## config.mk

```make
export PLATFORM = sky130hd
export DESIGN_NAME = sram_ctl
export DESIGN_NICKNAME = d
export VERILOG_FILES = /design/src/rtl/sram_ctl_pkg.sv /design/src/rtl/sram_ctl_timer.sv /design/src/rtl/sram_ctl_turn.sv /design/src/rtl/sram_ctl_fsm.sv /design/src/rtl/sram_ctl_dp.sv /design/src/rtl/sram_ctl.sv
export SDC_FILE = /design/constraint.sdc
export NUM_CORES = 1
export LEC_CHECK = 0
export ABC_AREA = 1
export CORE_MARGIN = 4
export CORE_UTILIZATION = 55
export DETAILED_ROUTE_END_ITERATION = 6
export DONT_BUFFER_PORTS = 1
export GPL_TIMING_DRIVEN = 0
export PLACE_DENSITY_LB_ADDON = 0.12
export SYNTH_ARGS = -nofsm -noshare
export SYNTH_HDL_FRONTEND = slang
export SYNTH_SLANG_ARGS = --single-unit
```

## constraint.sdc

```tcl
create_clock -name clk -period 1.2 [get_ports clk]
set_input_delay 0.18 -clock clk [delete_from_list [all_inputs] [get_ports clk]]
set_output_delay 0.18 -clock clk [all_outputs]
set_load 0.01 [all_outputs]
```

## src/rtl/sram_ctl_pkg.sv

```systemverilog
// Shared types for the asynchronous SRAM controller.
// Assumes a single clock domain; all cycle counts are set by the top.
package sram_ctl_pkg;

    typedef enum logic [2:0] {
        ST_IDLE,
        ST_SLEEP,
        ST_RD_WAIT,
        ST_RD_DONE,
        ST_TURN,
        ST_WR_SETUP,
        ST_WR_PULSE,
        ST_WR_RECOV
    } ctl_state_e;

    typedef struct packed {
        logic cs_n;
        logic cs;
        logic oe_n;
        logic we_n;
        logic dq_oe;
    } mem_ctl_t;

    // Control pin pattern for each state; used for the registered outputs.
    function automatic mem_ctl_t ctl_of(ctl_state_e s);
        mem_ctl_t c;
        c = '{cs_n: 1'b1, cs: 1'b1, oe_n: 1'b1, we_n: 1'b1, dq_oe: 1'b0};
        case (s)
            ST_SLEEP:    c.cs = 1'b0;
            ST_RD_WAIT:  begin c.cs_n = 1'b0; c.oe_n = 1'b0; end
            ST_WR_SETUP: c.cs_n = 1'b0;
            ST_WR_PULSE: begin c.cs_n = 1'b0; c.we_n = 1'b0; c.dq_oe = 1'b1; end
            ST_WR_RECOV: c.cs_n = 1'b0;
            default:     c = c;
        endcase
        return c;
    endfunction

endpackage

```

## src/rtl/sram_ctl_timer.sv

```systemverilog
// Down-counter that times one phase of a transfer.
// Loaded with (cycles - 1) on entry to a phase; done is high in the phase's last cycle.
module sram_ctl_timer #(
    parameter int TW = 3
) (
    input  logic          clk,
    input  logic          rst_n,
    input  logic          load,
    input  logic [TW-1:0] load_val,
    output logic          done
);
    logic [TW-1:0] cnt_q;

    // Load on phase entry, otherwise count down and rest at zero.
    always_ff @(posedge clk) begin
        if (!rst_n)
            cnt_q <= '0;
        else if (load)
            cnt_q <= load_val;
        else if (cnt_q != '0)
            cnt_q <= cnt_q - 1'b1;
    end

    assign done = (cnt_q == '0);
endmodule

```

## src/rtl/sram_ctl_turn.sv

```systemverilog
// Tracks how long the RAM outputs have been disabled after a read.
// Assumes TURN_CYC >= 1. turn_ok says that a write accepted now may go straight to setup.
module sram_ctl_turn #(
    parameter int TURN_CYC = 4
) (
    input  logic clk,
    input  logic rst_n,
    input  logic oe_low,
    output logic turn_ok
);
    localparam int RW = $clog2(TURN_CYC + 1);

    logic [RW-1:0] rel_q;

    // Cycles since output enable was released, saturating at TURN_CYC.
    always_ff @(posedge clk) begin
        if (!rst_n)
            rel_q <= RW'(TURN_CYC);
        else if (oe_low)
            rel_q <= '0;
        else if (int'(rel_q) < TURN_CYC)
            rel_q <= rel_q + 1'b1;
    end

    // The write pulse starts two cycles after acceptance (setup, then pulse).
    assign turn_ok = (int'(rel_q) + 2) >= TURN_CYC;
endmodule

```

## src/rtl/sram_ctl_fsm.sv

```systemverilog
// Transfer sequencer: handshake, read window, write phases, turnaround and standby.
// Control pins are registered from the next state so that they change cleanly on edges.
module sram_ctl_fsm
    import sram_ctl_pkg::*;
#(
    parameter int READ_CYC     = 7,
    parameter int WE_PULSE_CYC = 5,
    parameter int REC_CYC      = 1,
    parameter int TW           = 3
) (
    input  logic          clk,
    input  logic          rst_n,
    input  logic          sleep,
    input  logic          req_valid,
    input  logic          req_write,
    input  logic          tmr_done,
    input  logic          turn_ok,
    output logic          req_ready,
    output logic          accept,
    output logic          tmr_load,
    output logic [TW-1:0] tmr_val,
    output logic          rd_capture,
    output logic          rd_valid,
    output mem_ctl_t      ctl
);
    ctl_state_e state_q, state_d;

    assign req_ready  = (state_q == ST_IDLE) && !sleep;
    assign accept     = req_ready && req_valid;
    assign rd_capture = (state_q == ST_RD_WAIT) && tmr_done;

    // Next-state and phase-timer load decisions.
    always_comb begin
        state_d  = state_q;
        tmr_load = 1'b0;
        tmr_val  = '0;
        case (state_q)
            ST_IDLE: begin
                if (sleep) begin
                    state_d = ST_SLEEP;
                end else if (req_valid) begin
                    if (req_write) begin
                        state_d = turn_ok ? ST_WR_SETUP : ST_TURN;
                    end else begin
                        state_d  = ST_RD_WAIT;
                        tmr_load = 1'b1;
                        tmr_val  = TW'(READ_CYC - 1);
                    end
                end
            end
            ST_SLEEP:   if (!sleep) state_d = ST_IDLE;
            ST_RD_WAIT: if (tmr_done) state_d = ST_RD_DONE;
            ST_RD_DONE: state_d = ST_IDLE;
            ST_TURN:    if (turn_ok) state_d = ST_WR_SETUP;
            ST_WR_SETUP: begin
                state_d  = ST_WR_PULSE;
                tmr_load = 1'b1;
                tmr_val  = TW'(WE_PULSE_CYC - 1);
            end
            ST_WR_PULSE: begin
                if (tmr_done) begin
                    state_d  = ST_WR_RECOV;
                    tmr_load = 1'b1;
                    tmr_val  = TW'(REC_CYC - 1);
                end
            end
            ST_WR_RECOV: if (tmr_done) state_d = ST_IDLE;
            default:     state_d = ST_IDLE;
        endcase
    end

    // State register plus registered control pins and read-valid pulse.
    always_ff @(posedge clk) begin
        if (!rst_n) begin
            state_q  <= ST_IDLE;
            ctl      <= ctl_of(ST_IDLE);
            rd_valid <= 1'b0;
        end else begin
            state_q  <= state_d;
            ctl      <= ctl_of(state_d);
            rd_valid <= (state_d == ST_RD_DONE);
        end
    end
endmodule

```

## src/rtl/sram_ctl_dp.sv

```systemverilog
// Address, write-data and read-data registers of the controller.
// Address and write data are held from acceptance until the next request.
module sram_ctl_dp #(
    parameter int AW = 17,
    parameter int DW = 8
) (
    input  logic          clk,
    input  logic          rst_n,
    input  logic          accept,
    input  logic [AW-1:0] req_addr,
    input  logic [DW-1:0] req_wdata,
    input  logic          rd_capture,
    input  logic [DW-1:0] mem_dq_in,
    output logic [AW-1:0] mem_addr,
    output logic [DW-1:0] mem_dq_out,
    output logic [DW-1:0] rd_data
);
    // Latch request fields when a request is taken.
    always_ff @(posedge clk) begin
        if (!rst_n) begin
            mem_addr   <= '0;
            mem_dq_out <= '0;
        end else if (accept) begin
            mem_addr   <= req_addr;
            mem_dq_out <= req_wdata;
        end
    end

    // Sample the RAM bus on the last cycle of the read window.
    always_ff @(posedge clk) begin
        if (!rst_n)
            rd_data <= '0;
        else if (rd_capture)
            rd_data <= mem_dq_in;
    end
endmodule

```

## src/rtl/sram_ctl.sv

```systemverilog
// Top of the asynchronous SRAM controller.
// Assumes READ_CYC, WE_PULSE_CYC, WR_CYC and TURN_CYC are at least 1 and already
// rounded up from the RAM's nanosecond limits for the chosen clock period.
module sram_ctl
    import sram_ctl_pkg::*;
#(
    parameter int AW           = 17,
    parameter int DW           = 8,
    parameter int READ_CYC     = 7,
    parameter int WE_PULSE_CYC = 5,
    parameter int WR_CYC       = 7,
    parameter int TURN_CYC     = 4
) (
    input  logic          clk,
    input  logic          rst_n,
    input  logic          sleep,
    input  logic          req_valid,
    output logic          req_ready,
    input  logic          req_write,
    input  logic [AW-1:0] req_addr,
    input  logic [DW-1:0] req_wdata,
    output logic          rd_valid,
    output logic [DW-1:0] rd_data,
    output logic [AW-1:0] mem_addr,
    output logic          mem_cs_n,
    output logic          mem_cs,
    output logic          mem_oe_n,
    output logic          mem_we_n,
    output logic [DW-1:0] mem_dq_out,
    output logic          mem_dq_oe,
    input  logic [DW-1:0] mem_dq_in
);
    localparam int REC_RAW = WR_CYC - 1 - WE_PULSE_CYC;
    localparam int REC_CYC = (REC_RAW < 1) ? 1 : REC_RAW;
    localparam int TMAX_A  = (READ_CYC > WE_PULSE_CYC) ? READ_CYC : WE_PULSE_CYC;
    localparam int TMAX    = (TMAX_A > REC_CYC) ? TMAX_A : REC_CYC;
    localparam int TW      = $clog2(TMAX + 1);

    logic          accept, tmr_load, tmr_done, turn_ok, rd_capture;
    logic [TW-1:0] tmr_val;
    mem_ctl_t      ctl;

    sram_ctl_timer #(.TW(TW)) u_timer (
        .clk      (clk),
        .rst_n    (rst_n),
        .load     (tmr_load),
        .load_val (tmr_val),
        .done     (tmr_done)
    );

    sram_ctl_turn #(.TURN_CYC(TURN_CYC)) u_turn (
        .clk     (clk),
        .rst_n   (rst_n),
        .oe_low  (!ctl.oe_n),
        .turn_ok (turn_ok)
    );

    sram_ctl_fsm #(
        .READ_CYC     (READ_CYC),
        .WE_PULSE_CYC (WE_PULSE_CYC),
        .REC_CYC      (REC_CYC),
        .TW           (TW)
    ) u_fsm (
        .clk        (clk),
        .rst_n      (rst_n),
        .sleep      (sleep),
        .req_valid  (req_valid),
        .req_write  (req_write),
        .tmr_done   (tmr_done),
        .turn_ok    (turn_ok),
        .req_ready  (req_ready),
        .accept     (accept),
        .tmr_load   (tmr_load),
        .tmr_val    (tmr_val),
        .rd_capture (rd_capture),
        .rd_valid   (rd_valid),
        .ctl        (ctl)
    );

    sram_ctl_dp #(.AW(AW), .DW(DW)) u_dp (
        .clk        (clk),
        .rst_n      (rst_n),
        .accept     (accept),
        .req_addr   (req_addr),
        .req_wdata  (req_wdata),
        .rd_capture (rd_capture),
        .mem_dq_in  (mem_dq_in),
        .mem_addr   (mem_addr),
        .mem_dq_out (mem_dq_out),
        .rd_data    (rd_data)
    );

    assign mem_cs_n  = ctl.cs_n;
    assign mem_cs    = ctl.cs;
    assign mem_oe_n  = ctl.oe_n;
    assign mem_we_n  = ctl.we_n;
    assign mem_dq_oe = ctl.dq_oe;
endmodule

```

==> results of run 1 <==
[area by class of cell]
class	instances	area, um2
Timing Repair Buffer	53	510
Clock inverter	1	8.76
Buffer	8	60.1
Fill cell	124	282
Multi-Input combinational cell	175	1120
Inverter	21	91.3
Clock buffer	6	51.3
Tap cell	44	55.1
Sequential cell	48	975
[cell usage in the layout (no fill, tap or decap), types with 8 or more instances in the layout]
cell type	instances
dfxtp_1	43
buf_6	8
nor2_1	52
o21ai_0	19
o21ai_1	8
buf_4	14
nor2_2	13
nand2_1	21
o21ai_2	9
inv_1	12
nor2_4	18
dlygate4sd3_1	34
[through the flow]
stage	util	power, mW	hold WS [ns]
2_1_floorplan	-	3.64	0.274
3_3_place_gp	0.634	3.93	0.277
3_5_place_dp	0.634	3.96	0.278
4_1_cts	0.852	5.46	0.0404
5_1_grt	0.911	6.51	0.0868
6_report	0.911	6.36	0.0487
[routing by layer]
| metal | GRT usage | wire [um] | vias up |
|---|---|---|---|
| met2 | 0.522 | 3920 | 243 |
| met5 | 0 | 0 | - |
| met1 | 0.336 | 2780 | 1025 |
| li1 | - | - | 916 |
| met4 | 0.124 | 549 | 0 |
| met3 | 0.0944 | 964 | 64 |
[state kept, by name, summed over array words and instances, names as in the netlist]
| register | cells |
|---|---|
| u_dp.mem_addr | 17 |
| u_dp.mem_dq_out | 8 |
| u_dp.rd_data | 8 |
| u_fsm.ctl | 5 |
| u_fsm.rd_valid | 1 |
| u_fsm.state_q | 3 |
| u_timer.cnt_q | 3 |
| u_turn.rel_q | 3 |
[timing repair]
item,in CTS,in global routing
pin swaps,15,19
setup buffers,16,1
gates cloned,2,0
hold endpoints to repair,34,0
gates resized for setup,49,58
setup endpoints to repair,44,45
hold buffers,34,0
[logic make-up after synthesis]
family / count (synthesis) / synth area share
buffers and inverters: 30 / 0.0645
flip-flops: 48 / 0.510
AO/OA/AOI/OAI: 42 / 0.113
AND/OR/NAND/NOR: 128 / 0.283
XOR/XNOR: 2 / 0.00930
adder cells (fa/ha/maj): 3 / 0.0199
[cells in the mapped netlist (all sizes together)]
library cell,instances
dfxtp,48
o21ai,38
nor3,2
ha,3
buf,5
nor2,83
nand3,12
inv,21
nand3b,1
a211oi,1
nand2,29
nand4,1
clkbuf,4
a21oi,3
xor2,2
[power breakdown]
part	switching, mW	internal, mW
clock network	0.573	0.280
registers	0.477	1.98
logic	1.86	1.20
total	2.91	3.46
[path summary, 6_finish.rpt]
path / startpoint / cells after the start / end
setup / recovery: u_fsm.state_q[1] / 7 / u_dp.mem_addr[3]
hold / removal: rst_n / 2 / u_fsm.state_q[2]
setup reg to reg: u_fsm.state_q[1] / 7 / u_dp.mem_addr[3]
hold reg to reg: u_turn.rel_q[1] / 2 / u_turn.rel_q[1]
==> results.py, run 1 <==
metrics = {
    "place": {
        "dp_cells": 297,
        "pre_cts_ws_ns": -0.227,
        "port_buffers": 0,
        "dpl.hpwl_um": 2970,
        "gp_congestion": 0.789,
        "dpl_cell_area_mm2": 0.00200,
    },
    "clocking": {
        "insertion_delay_ns": 0.39,
        "cts-root-buf": "clkbuf_4",
        "cts_sinks": 48,
        "cts_tree": "done",
        "htreeDepth": 2,
        "cts_buffers": 5,
        "clk_pin_slew_worst_paths_ns": 0.15,
        "cts_buffer_depth": 2,
    },
    "critical_path": {
        "worstPathArrival_ns": 1.82,
        "max_stage_delay_ns": 0.39,
        "required_ns": 1.52,
        "cp_max_fo": 10,
        "crit_buf_inv": 2,
        "crit_family": "simple AND/OR/NAND/NOR gates",
        "endpoint_kind": "flip-flop",
        "cp_common_cell": "nor2_4",
        "crit_type": "flip-flop to flip-flop",
        "crit_chain": "nor2_4, nand3_4, nor2_4, buf_12, buf_6, o21ai_0, nor2_1",
        "critPathLaunchType": "flip-flop",
        "cp_slowest_cell": "dfxtp_4",
        "regToRegSetupSlack_ns": -0.29,
    },
    "pwr": {
        "ir_drop_v": 0.00135,
        "p_leak_nw": 1.20,
        "p_per_area_mw_per_mm2": 2220,
    },
    "drt": {
        "drc_errors": 0,
        "drtIter0Drc": 283,
        "num_vias": 2248,
        "wirelength_um": 8210,
        "wl_per_cell_um": 23.1,
        "post_drt_via_cell_ratio": 6.31,
        "antenna_left": 0,
        "drt-pass1-iter-count": 7,
    },
    "synth": {
        "syn_area_per_cell_um2": 7.44,
        "synth_fp_nets": 294,
        "ys.warnings.count": 0,
        "synthCells": 253,
        "netlist_area_mm2": 0.00188,
        "ys_types": 22,
        "ys_ff_latch": 48,
        "yosysTopAreaCell": "dfxtp_1",
        "synth_top_cell_area_share": 0.510,
        "synthTopCellsByArea": "dfxtp_1 (51%), nor2_1 (16%), o21ai_0 (9.0%)",
        "yosysSeqAreaShare": 0.510,
    },
    "flow_run": {
        "maxCapViolCount": 0,
    },
    "sta": {
        "finalSetupTns_ns": -7.86,
        "worst_slack_ns": -0.294,
        "skew_ns": 0.0115,
        "fin_crit_ns": 1.49,
        "fmax_mhz": 669,
        "rsz0062_at_grt": "true",
        "slew_headroom": 0.600,
        "setup-violations-final": 44,
        "hold_viol_final": 0,
        "drv_slew": 0,
        "fin_crit_sh": 1.24,
        "worst_slew_pin_slew_ns": 0.599,
    },
    "final_layout": {
        "final_area_mm2": 0.00287,
        "final_cells": 356,
        "drive_above_1_share": 0.337,
        "n_antenna_cell": 0,
        "syn_to_final_growth_pct": 52.5,
        "nNetsFinal": 353,
    },
    "grt": {
        "grt_pass1_wl_um": 9940,
        "grtUsageTotal": 0.300,
        "overflow": 0,
        "antenna_found_initial": 0,
        "grt_max_degree": 15,
        "grt_pass1_vias": 2079,
    },
    "floorplan": {
        "die_h_um": 66.5,
        "fp.dieW_um": 66.5,
        "core_area_mm2": 0.00315,
        "rows": 20,
        "dieArea_mm2": 0.00442,
        "io_pins": 78,
        "initial_core_util": 0.597,
    },
    "status": {
        "status": "complete, but fails checks",
        "violations": "setup timing",
    },
    "min_path": {
        "hold_path.class": "input port to flip-flop",
    },
}
(Power assumes the default switching activity.)
==> run 2: changes to the inputs <==
--- a/config.mk
+++ b/config.mk
@@ -6,12 +6,13 @@
 export NUM_CORES = 1
 export LEC_CHECK = 0
 export ABC_AREA = 1
+export CAP_MARGIN = 10
 export CORE_MARGIN = 4
-export CORE_UTILIZATION = 55
+export CORE_UTILIZATION = 40
 export DETAILED_ROUTE_END_ITERATION = 6
 export DONT_BUFFER_PORTS = 1
 export GPL_TIMING_DRIVEN = 0
-export PLACE_DENSITY_LB_ADDON = 0.12
+export PLACE_DENSITY_LB_ADDON = 0.25
 export SYNTH_ARGS = -nofsm -noshare
 export SYNTH_HDL_FRONTEND = slang
 export SYNTH_SLANG_ARGS = --single-unit
==> results.py, run 2 (synthesis gave the netlist of run 1 again) <==
metrics = {
    "status": {
        "status": "complete, but fails checks",
        "violations": "hold timing, setup timing",
    },
    "sta": {
        "worst_slack_ns": -0.156,
        "setup-violations-final": 40,
        "fin_crit_ns": 1.36,
        "hold_viol_final": 2,
        "fmax_mhz": 737,
        "drv_slew": 0,
        "rsz0062_at_grt": "true",
        "fin_crit_sh": 1.13,
        "fin_hold_ws_ns": -0.00257,
        "worst_slew_pin_slew_ns": 0.465,
        "skew_ns": 0.00380,
        "slew_headroom": 0.690,
        "finalSetupTns_ns": -4.26,
    },
    "final_layout": {
        "fillers": 383,
        "largest_register": "u_dp.mem_addr",
        "final_area_mm2": 0.00265,
        "largest_reg_flops": 17,
        "finish.utilization": 0.597,
        "final_common_cell": "nor2_1",
        "n_antenna_cell": 0,
        "nNetsFinal": 327,
        "top_regs": "u_dp.mem_addr (17), u_dp.mem_dq_out (8), u_dp.rd_data (8)",
        "syn_to_final_growth_pct": 40.9,
        "drive_above_1_share": 0.365,
        "mostFrequentLayoutCells": "nor2_1 (47), dfxtp_1 (44), o21ai_0 (22), nand2_1 (21), nor2_2 (19)",
    },
    "min_path": {
        "hold_path.class": "input port to flip-flop",
    },
    "pwr": {
        "p_per_area_mw_per_mm2": 2290,
        "ir_drop_v": 0.00102,
        "p_leak_nw": 1.12,
    },
    "floorplan": {
        "io_pins": 78,
        "rows": 24,
        "core_area_mm2": 0.00444,
        "fp.dieW_um": 76.6,
        "die_h_um": 76.6,
        "dieArea_mm2": 0.00587,
        "initial_core_util": 0.424,
    },
    "grt": {
        "grt-busiest-layer": "met2",
        "grt_pass1_wl_um": 7870,
        "antenna_found_initial": 0,
        "grt_pass1_vias": 1654,
        "met1_usage": 0.191,
        "overflow": 0,
        "grtUsageMet2": 0.280,
        "grtUsageMet3": 0.0697,
        "grtUsageTotal": 0.167,
        "grt_max_degree": 14,
    },
    "clocking": {
        "htreeDepth": 2,
        "insertion_delay_ns": 0.29,
        "cts_sinks": 48,
        "cts_buffer_depth": 2,
        "cts-root-buf": "clkbuf_8",
        "cts_tree": "done",
        "cts_buffers": 5,
        "clk_pin_slew_worst_paths_ns": 0.08,
    },
    "drt": {
        "drt-pass1-iter-count": 4,
        "num_vias": 1757,
        "wl_per_cell_um": 15.4,
        "wirelength_um": 5180,
        "drc_errors": 0,
        "drtIter0Drc": 97,
        "post_drt_via_cell_ratio": 5.21,
        "antenna_left": 0,
    },
    "critical_path": {
        "endpoint_kind": "flip-flop",
        "crit_type": "flip-flop to flip-flop",
        "cp_max_fo": 7,
        "critPathLaunchType": "flip-flop",
        "worstPathArrival_ns": 1.55,
        "required_ns": 1.39,
    },
    "place": {
        "port_buffers": 0,
        "dpl_cell_area_mm2": 0.00201,
        "pre_cts_ws_ns": -0.270,
        "gp_congestion": 0.797,
        "dpl.hpwl_um": 3180,
    },
    "flow_run": {
        "maxCapViolCount": 0,
    },
}
==> run 2: cell types whose count changed in the layout (fill, tap and decap cells not counted), moves of 4 or more <==
cell	previous run	this run
dlygate4sd3_1	34	5
nor2_2	13	19
clkbuf_4	5	0
nor2_1	52	47
clkbuf_8	1	5
==> run 2: worst max-delay path, stage by stage (launching register included) <==
cell       delay [ns]
dfxtp_4          0.38
nor2_4           0.14
nand3_4          0.12
nor2_4           0.13
buf_12           0.14
inv_8            0.05
clkbuf_16        0.16
nor2_2           0.08
nor2_1           0.04
==> run 2: final timing paths <==
| check | cells after the start | endpoint | startpoint | slack, ns |
|---|---|---|---|---|
| min | 2 | u_dp.mem_addr[3] | req_addr[3] | -0.003 |
| max | 8 | u_dp.mem_addr[6] | u_fsm.state_q[1] | -0.16 |
| max reg2reg | 8 | u_dp.mem_addr[6] | u_fsm.state_q[1] | -0.16 |
| min reg2reg | 2 | u_timer.cnt_q[1] | u_timer.cnt_q[1] | 0.49 |
==> run 2: power by group <==
| part | internal [mW] | total [mW] | switching [mW] |
|---|---|---|---|
| registers | 1.97 | 2.37 | 0.400 |
| clock network | 0.598 | 1.10 | 0.506 |
| logic | 1.13 | 2.59 | 1.46 |
==> run 2: repair_timing <==
action / 4_1_cts / 5_1_grt
pin swaps: 15 / 21
resized for setup: 24 / 79
setup endpoints to repair: 44 / 45
setup buffers: 11 / 6
gates cloned: 2 / 2
hold endpoints to repair: 1 / 4
hold buffers: 1 / 4
==> run 2: final cells by class <==
class	count	area, um2	area share
Multi-Input combinational cell	176	1080	0.409
Inverter	21	96.3	0.0363
Timing Repair Buffer	25	249	0.0939
Tap cell	52	65.1	0.0245
Buffer	9	87.6	0.0330
Clock buffer	5	68.8	0.0259
Clock inverter	1	30.0	0.0113
Sequential cell	48	971	0.366
==> run 2: per-stage QoR <==
step / total power, mW / instances
after floorplan: 3.64 / 253
after global placement: 3.94 / 305
after detailed placement: 3.98 / 305
after CTS: 5.51 / 325
after global routing: 6.49 / 337
final: 6.07 / 337
==> run 2: metal layers <==
| metal | wire, um | up-vias |
|---|---|---|
| li1 | - | 856 |
| met1 | 2000 | 821 |
| met2 | 2690 | 71 |
| met3 | 408 | 9 |
| met4 | 83 | 0 |
| met5 | 0 | - |
==> run 3: changes to the inputs <==
--- a/config.mk
+++ b/config.mk
@@ -5,7 +5,6 @@
 export SDC_FILE = /design/constraint.sdc
 export NUM_CORES = 1
 export LEC_CHECK = 0
-export ABC_AREA = 1
 export CAP_MARGIN = 10
 export CORE_MARGIN = 4
 export CORE_UTILIZATION = 40
==> results.py, run 3 <==
metrics = {
    "status": {
        "status": "complete, but fails checks",
        "violations": "setup timing",
    },
    "critical_path": {
        "cp_max_fo": 10,
        "crit_buf_inv": 2,
        "cp_slowest_cell": "nor4_4",
        "required_ns": 1.44,
        "r2r_end": "u_dp.mem_addr[11]",
        "regToRegSetupSlack_ns": -0.31,
        "crit_chain": "nor4_4, and2_1, buf_6, buf_12, nand2_1, a21boi_2",
        "crit_family": "simple AND/OR/NAND/NOR gates",
        "max_stage_delay_ns": 0.43,
        "crit_cells": 6,
        "crit_type": "flip-flop to flip-flop",
        "endpoint_kind": "flip-flop",
        "critPathLaunchType": "flip-flop",
        "worstPathArrival_ns": 1.75,
        "r2r_cells": 6,
        "r2r_start": "u_fsm.state_q[1]",
    },
    "drt": {
        "drt-pass1-iter-count": 4,
        "antenna_left": 0,
        "drtIter0Drc": 34,
        "wirelength_um": 4710,
        "post_drt_via_cell_ratio": 4.98,
        "drc_errors": 0,
        "num_vias": 1538,
        "wl_per_cell_um": 15.2,
    },
    "floorplan": {
        "fp.dieW_um": 79.5,
        "io_pins": 78,
        "rows": 25,
        "dieArea_mm2": 0.00632,
        "die_h_um": 79.5,
        "initial_core_util": 0.422,
        "core_area_mm2": 0.00485,
    },
    "synth": {
        "netlist_area_mm2": 0.00205,
        "ys.flop_type": "dfxtp_1",
        "synth_top_cell_area_share": 0.470,
        "synthTopCellsByArea": "dfxtp_1 (47%), a21boi_2 (11%), nand2_1 (10%)",
        "ys_types": 39,
        "synthTopCellsByCount": "nand2_1 (56), dfxtp_1 (48), a21boi_2 (20), mux2i_1 (12), nor2b_1 (11)",
        "synth_edf_count": 0,
        "async_reset_ff_frac": 0,
        "yosysTopAreaCell": "dfxtp_1",
        "syn_area_per_cell_um2": 9.79,
        "synth_fp_nets": 250,
        "yosysSeqAreaShare": 0.470,
        "ys_ff_latch": 48,
        "synthCells": 209,
        "yosysMostFrequentCell": "nand2_1",
        "ys.warnings.count": 0,
    },
    "grt": {
        "overflow": 0,
        "antenna_found_initial": 0,
        "grtUsageTotal": 0.154,
        "grt_max_degree": 17,
        "grt_pass1_vias": 1483,
        "grt_pass1_wl_um": 7700,
    },
    "final_layout": {
        "top_regs": "u_dp.mem_addr (17), u_dp.mem_dq_out (8), u_dp.rd_data (8)",
        "mostFrequentLayoutCells": "dfxtp_1 (44), nand2_1 (42), a21boi_2 (21), dlygate4sd3_1 (17), mux2i_1 (12)",
        "largest_register": "u_dp.mem_addr",
        "syn_to_final_growth_pct": 30.8,
        "drive_above_1_share": 0.322,
        "n_antenna_cell": 0,
        "nNetsFinal": 282,
        "final_common_cell": "dfxtp_1",
        "largest_reg_flops": 17,
    },
    "sta": {
        "worst_slew_pin_slew_ns": 0.427,
        "skew_ns": 0.00749,
        "slew_headroom": 0.713,
        "fin_crit_ns": 1.51,
        "fmax_mhz": 662,
        "worst_slack_ns": -0.310,
        "fin_crit_sh": 1.26,
        "drv_slew": 0,
        "setup-violations-final": 45,
        "rsz0062_at_grt": "true",
        "hold_viol_final": 0,
    },
    "clocking": {
        "cts_buffer_depth": 2,
        "htreeDepth": 2,
        "cts_tree": "done",
        "cts_sinks": 48,
        "cts_buffers": 5,
        "clk_pin_slew_worst_paths_ns": 0.09,
        "cts-root-buf": "clkbuf_8",
        "insertion_delay_ns": 0.30,
    },
    "min_path": {
        "hold_path.class": "input port to flip-flop",
        "hp-start": "req_wdata[0]",
        "hold_depth": 2,
        "hold_end": "u_dp.mem_dq_out[0]",
    },
    "pwr": {
        "ir_drop_v": 0.000628,
        "p_leak_nw": 1.06,
        "p_per_area_mw_per_mm2": 1490,
        "p_total_mw": 3.99,
    },
    "flow_run": {
        "maxCapViolCount": 0,
    },
    "place": {
        "gp_congestion": 0.770,
        "dpl.hpwl_um": 3030,
        "pre_cts_ws_ns": -0.400,
        "port_buffers": 0,
    },
}
-- run 3: cell count changes in the layout (fill, tap and decap cells not counted), moves of 7 or more --
cell	delta
o21ai_0	-19
buf_4	-8
a21boi_2	+21
nand2_1	+21
nor2_1	-42
nor2b_1	+10
nand3_1	-8
mux2i_1	+12
o21ai_1	-7
nor2_2	-18
inv_1	-10
dlygate4sd3_1	+12
nor2_4	-18
-- run 3: worst max-delay path by stage --
stage	slack (ns)	start	end
2_1_floorplan	-0.14	u_timer.cnt_q[1]	u_dp.rd_data[0]
3_3_place_gp	-0.37	u_fsm.state_q[2]	u_dp.mem_addr[5]
3_5_place_dp	-0.40	u_fsm.state_q[2]	u_dp.mem_addr[2]
4_1_cts	-0.33	u_fsm.state_q[1]	u_dp.mem_addr[11]
5_1_grt	-0.40	u_fsm.state_q[1]	u_dp.mem_addr[9]
6_report	-0.31	u_fsm.state_q[1]	u_dp.mem_addr[11]
-- run 3: logic make-up after synthesis --
kind of cell | share of synthesized area
adders and majority gates | 0.0184
buffers and inverters | 0.0508
DFF | 0.470
AOI/OAI and AO/OA | 0.171
xor gates and xnor gates | 0.00856
and+or+nand+nor | 0.223
muxes | 0.0587
-- run 3: report_power, final --
group	total, mW	internal [mW]	switching [mW]	leakage [nW]
combinational	0.966	0.506	0.460	0.610
clock	1.19	0.628	0.564	0.0548
sequential	1.84	1.72	0.122	0.393
total	3.99	2.85	1.15	1.06
-- run 3: repair_timing --
| item | in CTS | in global routing |
|---|---|---|
| gates cloned | 1 | 0 |
| setup endpoints to repair | 45 | 46 |
| endpoints found under the hold margin | 17 | 0 |
| hold buffers | 17 | 0 |
| pin swaps | 14 | 9 |
| gates resized for setup | 38 | 9 |
| buffers inserted | 7 | 1 |
-- run 3: area by class of cell --
cell class | instances | area, um2
Multi-Input combinational cell | 146 | 1140
Clock buffer | 5 | 68.8
Fill cell | 415 | 2170
Sequential cell | 48 | 971
Timing Repair Buffer | 26 | 265
Clock inverter | 3 | 46.3
Inverter | 4 | 15.0
Tap cell | 67 | 83.8
Buffer | 10 | 87.6
-- run 3: metal layers --
metal  track usage  up-vias  routed length [um]
met4        0.0412        0                  44
li1              -      760                   -
met5             0        -                   0
met2         0.263       42                2370
met1         0.186      731                1940
met3        0.0485        5                 360
-- run 3: stage by stage --
step / std cells / setup TNS (ns) / utilization / hold slack [ns] / area (um2)
finish: 309 / -11.53 / 0.552 / 0.00346 / 2680
global route: 309 / -14.79 / 0.552 / 0.00152 / 2680
CTS: 308 / -12.22 / 0.543 / 0.000131 / 2630
detailed placement: 276 / -12.86 / 0.445 / 0.287 / 2160
global placement: 276 / -12.11 / 0.445 / 0.289 / 2160
floorplan: 209 / -4.76 / - / 0.279 / 2070
